<file path="src/rtl/mtx_pkg.sv">
package mtx_pkg;

  typedef enum logic [2:0] {
    ST_IDLE = 3'd0,
    ST_PRE  = 3'd1,
    ST_SFD  = 3'd2,
    ST_BODY = 3'd3,
    ST_SOI  = 3'd4
  } mtx_st_e;

  // Line level for a data bit in a given half of its bit time
  function automatic logic manch_level(logic data, logic second_half);
    return second_half ? data : ~data;
  endfunction

  // Preamble bit by index parity: even index -> 1, odd index -> 0
  function automatic logic pre_bit(logic idx_lsb);
    return ~idx_lsb;
  endfunction

endpackage

</file>
<file path="src/rtl/mtx_seq.sv">
module mtx_seq
  import mtx_pkg::*;
#(
  parameter int PRE_BITS = 62,
  parameter int SFD_BITS = 2,
  parameter int SOI_BITS = 2,
  parameter int CNT_W    = 7
) (
  input  logic             clk,
  input  logic             rst_n,
  input  logic             frm_valid,
  output mtx_st_e          st,
  output logic             half,
  output logic [CNT_W-1:0] cnt,
  output logic             take
);

  logic    last_bit;
  mtx_st_e st_next;

  always_comb begin
    last_bit = 1'b0;
    st_next  = st;
    case (st)
      ST_PRE: begin
        last_bit = (cnt == CNT_W'(PRE_BITS - 1));
        st_next  = ST_SFD;
      end
      ST_SFD: begin
        last_bit = (cnt == CNT_W'(SFD_BITS - 1));
        st_next  = frm_valid ? ST_BODY : ST_SOI;
      end
      ST_BODY: begin
        last_bit = 1'b1;
        st_next  = frm_valid ? ST_BODY : ST_SOI;
      end
      ST_SOI: begin
        last_bit = (cnt == CNT_W'(SOI_BITS - 1));
        st_next  = frm_valid ? ST_PRE : ST_IDLE;
      end
      default: begin
        last_bit = 1'b0;
        st_next  = ST_IDLE;
      end
    endcase
  end

  assign take = half && frm_valid && last_bit &&
                ((st == ST_SFD) || (st == ST_BODY));

  always_ff @(posedge clk or negedge rst_n) begin
    if (!rst_n) begin
      st   <= ST_IDLE;
      half <= 1'b0;
      cnt  <= '0;
    end else if (st == ST_IDLE) begin
      half <= 1'b0;
      cnt  <= '0;
      if (frm_valid) st <= ST_PRE;
    end else begin
      half <= ~half;
      if (half) begin
        if (last_bit) begin
          cnt <= '0;
          st  <= st_next;
        end else begin
          cnt <= cnt + 1'b1;
        end
      end
    end
  end

endmodule

</file>
<file path="src/rtl/mtx_bitsel.sv">
module mtx_bitsel
  import mtx_pkg::*;
(
  input  logic    clk,
  input  logic    rst_n,
  input  logic    take,
  input  logic    frm_bit,
  input  mtx_st_e st,
  input  logic    pre_lsb,
  output logic    cur_bit
);

  logic data_q;

  always_ff @(posedge clk or negedge rst_n) begin
    if (!rst_n)    data_q <= 1'b0;
    else if (take) data_q <= frm_bit;
  end

  always_comb begin
    case (st)
      ST_PRE:  cur_bit = pre_bit(pre_lsb);
      ST_SFD:  cur_bit = 1'b1;
      ST_BODY: cur_bit = data_q;
      default: cur_bit = 1'b0;
    endcase
  end

endmodule

</file>
<file path="src/rtl/mtx_enc.sv">
module mtx_enc
  import mtx_pkg::*;
(
  input  mtx_st_e st,
  input  logic    half,
  input  logic    cur_bit,
  output logic    line
);

  always_comb begin
    case (st)
      ST_IDLE: line = 1'b0;
      ST_SOI:  line = 1'b1;
      default: line = manch_level(cur_bit, half);
    endcase
  end

endmodule

</file>
<file path="src/rtl/mtx_framer.sv">
module mtx_framer
  import mtx_pkg::*;
#(
  parameter int PRE_BITS = 62,
  parameter int SFD_BITS = 2,
  parameter int SOI_BITS = 2
) (
  input  logic clk,
  input  logic rst_n,
  input  logic frm_valid,
  input  logic frm_bit,
  output logic bit_take,
  output logic line_out
);

  localparam int CNT_W = $clog2(PRE_BITS + SFD_BITS + SOI_BITS);

  mtx_st_e          st_w;
  logic             half_w;
  logic [CNT_W-1:0] cnt_w;
  logic             take_w;
  logic             cur_bit_w;
  logic             line_w;

  mtx_seq #(
    .PRE_BITS(PRE_BITS),
    .SFD_BITS(SFD_BITS),
    .SOI_BITS(SOI_BITS),
    .CNT_W   (CNT_W)
  ) u_seq (
    .clk      (clk),
    .rst_n    (rst_n),
    .frm_valid(frm_valid),
    .st       (st_w),
    .half     (half_w),
    .cnt      (cnt_w),
    .take     (take_w)
  );

  mtx_bitsel u_sel (
    .clk    (clk),
    .rst_n  (rst_n),
    .take   (take_w),
    .frm_bit(frm_bit),
    .st     (st_w),
    .pre_lsb(cnt_w[0]),
    .cur_bit(cur_bit_w)
  );

  mtx_enc u_enc (
    .st     (st_w),
    .half   (half_w),
    .cur_bit(cur_bit_w),
    .line   (line_w)
  );

  assign bit_take = take_w;
  assign line_out = line_w;

endmodule

</file>
<file path="config.mk">
export PLATFORM = sky130hd
export DESIGN_NAME = mtx_framer
export DESIGN_NICKNAME = d
export VERILOG_FILES = /design/src/rtl/mtx_pkg.sv /design/src/rtl/mtx_seq.sv /design/src/rtl/mtx_bitsel.sv /design/src/rtl/mtx_enc.sv /design/src/rtl/mtx_framer.sv
export SDC_FILE = /design/constraint.sdc
export NUM_CORES = 1
export LEC_CHECK = 0
export ABC_AREA = 1
export BUFFER_PORTS_ARGS = -buffer_cell sky130_fd_sc_hd__buf_2
export CORE_MARGIN = 2
export CORE_UTILIZATION = 35
export DETAILED_ROUTE_END_ITERATION = 10
export GPL_ROUTABILITY_DRIVEN = 0
export SKIP_CTS_REPAIR_TIMING = 1
export SLEW_MARGIN = 20
export SYNTH_ARGS = -nofsm -noshare
export SYNTH_HDL_FRONTEND = slang
export SYNTH_HIERARCHICAL = 1
export SYNTH_SLANG_ARGS = --single-unit
</file>
<file path="constraint.sdc">
create_clock -name clk -period 3 [get_ports clk]
set_clock_uncertainty 0.05 [all_clocks]
set_input_delay 0.6 -clock clk [delete_from_list [all_inputs] [get_ports clk]]
set_output_delay 0.6 -clock clk [all_outputs]
set_load 0.02 [all_outputs]
</file>
# Word-level counts from Yosys, hierarchy flattened
# Cells that the tools add are included.
# totals
reg_bits,12
input_bits,4
out_inout_bits,2
wordCells,40
# op_classes
add_sub_neg,1
eq_ne,7
n_mux,15
bitwise,3
reduce_logical,10
# op_table
op,n
two-way mux 7 bit,3
two-way mux 3 bit,5
case mux 3 bit (3 select lines),1
"adder 7 x 1 -> 7 bit, second input constant",1
"equality test 7 x 1 -> 1 bit, second input constant",1
"equality test 7 x 6 -> 1 bit, second input constant",1
"equality test 3 x 2 -> 1 bit, second input constant",2
case mux 1 bit (3 select lines),2
nonzero test 2 bit,2
OR reduction 2 bit,2
"equality test 3 x 1 -> 1 bit, second input constant",1
"equality test 3 bit, second input constant",1
logical AND 1 bit,3
logical NOT 3 bit,1
two-way mux 1 bit,3
inverter 1 bit,3
AND reduction 3 bit,1
"!= test 2 bit, second input constant",1
case mux 1 bit (2 select lines),1
logical OR 1 bit,1

# Logic depth before layout (Yosys ltp)
# logic_depth
ltp_word,6
ltp_mapped,11
depth_no_buf,11

# Cells and area by module
# The synthesis kept the hierarchy.
# by_module_without_submodules
mod,n_inst,cells_each,area_each_um2,seq_area_each_um2
mtx_seq,1,87,685.7,275.3
mtx_bitsel,1,10,67.6,25.0
mtx_enc,1,10,40.0,0.0

# Worst setup path before layout
# Ideal clock, no wire load.
# synth_path
kind,register -> output
start,reg u_seq.st[1]
end,out bit_take
arrival_time_ps,1320
required_time_ps,2350
setup_slack_ps,1030
stages_incl_launch_ff,8
n_path_buf,0
cell_sequence,dfrtp_1 nor2_1 nand2_1 a21oi_1 nand2_2 nand2_1 nand2_1 nor2_1
# synth_between
elab_chain_len,5
word_cells_on_any_way,9
classes_between,4 x eq/ne; 1 x mux; 4 x reduce/logical
# synth_lines
item,line_no,text
"start, declared",mtx_seq.sv:12,"output mtx_st_e st,"
"start signal, assigned",mtx_seq.sv:65,st <= st_next;
equality test 3 x 2 -> 1 bit / equality test 3 bit (equally long branches),"mtx_seq.sv:24, mtx_seq.sv:49",
OR reduction 2 bit (no source line),n/a,
case mux 1 bit (3 select lines),mtx_seq.sv:24,case (st)
logical AND 1 bit,mtx_seq.sv:48,assign take = half && frm_valid && last_bit &&
logical AND 1 bit (*),mtx_seq.sv:48,
"end, declared",mtx_framer.sv:12,"output logic bit_take,"
# Mark *: on every way between the ends. The rest lies on a longest branch, timed or not.

# Final worst setup path
# Ends and elaborated chain as after synthesis.

==> impl_results.md <==
* Register area share after synthesis at 0.379
* Hold WC Path Type: in -> async
* CTS Sinks at 12
* Cell area after layout at approximately 900 um^2
* Gr busiest metal: met2
* Final worst path period need at ~2.4 ns
* Max cap viols at 0
* Final wirelength at between 1000 and 1500 um
* Post-synthesis simple-gate area fraction at 0.424
* Fin nets at approximately 120
* Placed cells at 140
* Peak supply drop at 171 uV
* Wire per inst at about 9.8 um
* Post-synth top cells: nand2_1, dfrtp_1, inv_1, nor2_1, nand3_1
* Max-slew violations at 0
* Top delay family on crit path: simple AND/OR/NAND/NOR gates
* Post-DP Area at approximately 850 um^2
* Area of the multi-input gates at around 430 um^2
* Critical path class: reg -> out
* Crit. End Element: output port
* HPWL Detailed at about 1100 um
* Largest net degree at the start of global routing at 13
* CTS root buffer: clkbuf_4
* Total Routing Usage GR at 0.133
* CP Buf/Inv Count at 1
* GRT met1 Usage at 0.175
* Main combinational cell family by area after synthesis: simple AND/OR/NAND/NOR gates
* Synth top area cells: dfrtp_1, nand2_1, inv_1
* Die Width at between 50 and 60 um
* Mux contribution to synthesized area at 0
* RSZ-0062 raised after global routing: no
* Final setup fails at 0
* Total vias in the final route at ~650
* Antenna violations before repair at 0
* Mapped Nets at 113
* Core area at 2170 um^2
* Worst-margin pin slew at 0.295 ns
* Static leakage at ~0.46 nW
* Tcrit/Tclk final at 0.790
* Vias in the first global route at between 500 and 600
* Met2 GRT Util at 0.214
* Slowest cell delay on critical path at between 0.4 and 0.5 ns
* Critical Path Start Type: flip-flop
* Adder and majority gate portion of the synthesized area at 0.0315
* First DRT Iteration DRCs at 13
* Top cell type's share of synthesized area at 0.379
* I/O pin count at 6
* Drt pass-1 iters at 6
* Die Area at 2660 um^2
* Yosys reg bits at 12
* Total CTS buffers at 3
* Area leader, netlist: dfrtp_1
* Post-Synth XOR/XNOR Area at 0.0552
* Critical path required time at between 2 and 2.5 ns
* Via density at 4.51
* Fill cells at roughly 240
* Syn_area_per_cell at 7.41 um^2
* Final hold viol count at 0
* Crit-path most repeated cell: nand2_1
* Max Clock Freq at 422 MHz
* Diodes inserted at 0
* DRC at 0
* Pwr Density at a little under 300 nW/um^2
* CTS tree: built
* Critical-path top delay cell: dfrtp_1
* Synth Flop Type: dfrtp_1
* GRT met3 Usage at 0.0259
* FP Rows at 17
* Clock Latency Late Sink at roughly 0.26 ns
* Asr flop ratio synth at 1.00
* Crit path DAT at 1.72 ns
* DIE HEIGHT at 51.6 um
* Rel. slew slack at 0.803
* Clock Pin Slew Worst Setup and Hold Paths at about 0.070 ns
* Critical path cell sequence: nor2_1 -> nand2_1 -> a21oi_1 -> nand2_2 -> nand2_1 -> nand2_1 -> nor2_1 -> buf_2
* Mapped Area at around 790 um^2
* Number of synthesized flops with an enable pin at 0
* Top-count cell post-synth: nand2_1
* IO Port Bufs at 5
* Area delta synth->final at 10.4%
* Synth Area in Compound Gates at 0.0315
* Worst Path Max Fanout at 8
* Synth Warn # at 6
* CTS max path bufs at 2
* Post-route setup TNS at 0 ns
* Cells after Synth at approximately 110
* Share of cells above drive strength 1 at 0.226
* Starting Density at 0.366
* First-pass GRT wire length at between 2000 and 3000 um
* Antenna viol nets, final at 0
* Fin Hold WS at about 0.15 ns
* Cell Count, Final, Fillers Out at 143
* Register area at about 300 um^2
* Max H-tree Level at 1
* Netlist cell types at 23
* GRT overflow at 0
* Status: finished clean
worst paths after layout:
check,to,depth (start not counted),slack [ns],start
setup / recovery,bit_take,8,0.63,u_seq/st[1]
max in group asynchronous,u_seq/st[2],1,2.53,rst_n
hold / removal,u_seq/st[0],1,0.15,rst_n
min in group clk,u_seq/cnt[1],2,0.49,u_seq/cnt[1]
hold reg to reg,u_seq/cnt[1],2,0.49,u_seq/cnt[1]
setup reg to reg,u_sel/data_q,8,1.44,u_seq/st[1]
cell usage in the layout, fill, tap and decap left out:
cell type,Yosys,layout
nand2_1,32,32
dfrtp_1,12,12
inv_1,11,11
nor2_1,8,8
nand3_1,7,7
nor2_2,6,6
buf_2,0,5
inv_2,4,4
xor2_1,4,4
clkbuf_4,0,3
nand2_2,3,3
nand4_1,3,3
a21oi_1,2,2
o21ai_0,2,2
nand3b_1,2,2
ha_1,2,2
nand3_2,1,1
nand2_4,1,1
inv_4,1,1
nand3_4,1,1
o21ai_1,1,1
or2_1,1,1
nor2_4,1,1
xnor2_1,1,1
nor3_1,1,1
state kept, by name, summed over array words and instances (netlist names):
signal        cells
u_seq/cnt         7
u_seq/st          3
u_sel/data_q      1
u_seq/half        1
report_power, final:
part / switching, mW / internal (mW)
clock: 0.0463 / 0.0463
combinational: 0.00378 / 0.00144
sequential: 0 / 0.162
total: 0.0500 / 0.209
worst reg2reg max path, delay by kind of cell, from the launching register on:
| family | cells | cell delay (ns) |
|---|---|---|
| simple gates | 6 | 0.60 |
| flops | 1 | 0.48 |
| compound gates | 2 | 0.32 |
layout make-up:
class,instances,share of cell area
clock buffer,3,0.0257
inverter,16,0.0714
multi-input combinational,79,0.491
sequential,12,0.343
tap,28,0.0400
timing repair buffer,5,0.0286
through the flow:
step                utilization  power, mW  worst slack, ns
CTS                       0.404      0.267            0.603
finish                    0.404      0.259            0.631
global placement          0.393      0.170            0.992
detailed placement        0.393      0.170            0.904
floorplan                     -      0.165             1.03
global route              0.404      0.280            0.427
cell families (layout without fill, tap and decap cells):
family	after synthesis	in the layout
adders and majority gates	2	2
and+or+nand+nor	67	67
xor gates and xnor gates	5	5
AOI/OAI and AO/OA	5	5
DFF	12	12
buffers and inverters	16	24
routing by layer:
metal	wire length, um	vias to the layer above	share of wire
met5	0	-	0
met3	54	2	0.038
li1	-	349	-
met2	626	8	0.44
met4	12	0	0.0085
met1	714	286	0.51
Power figures use the tool's default switching activity.
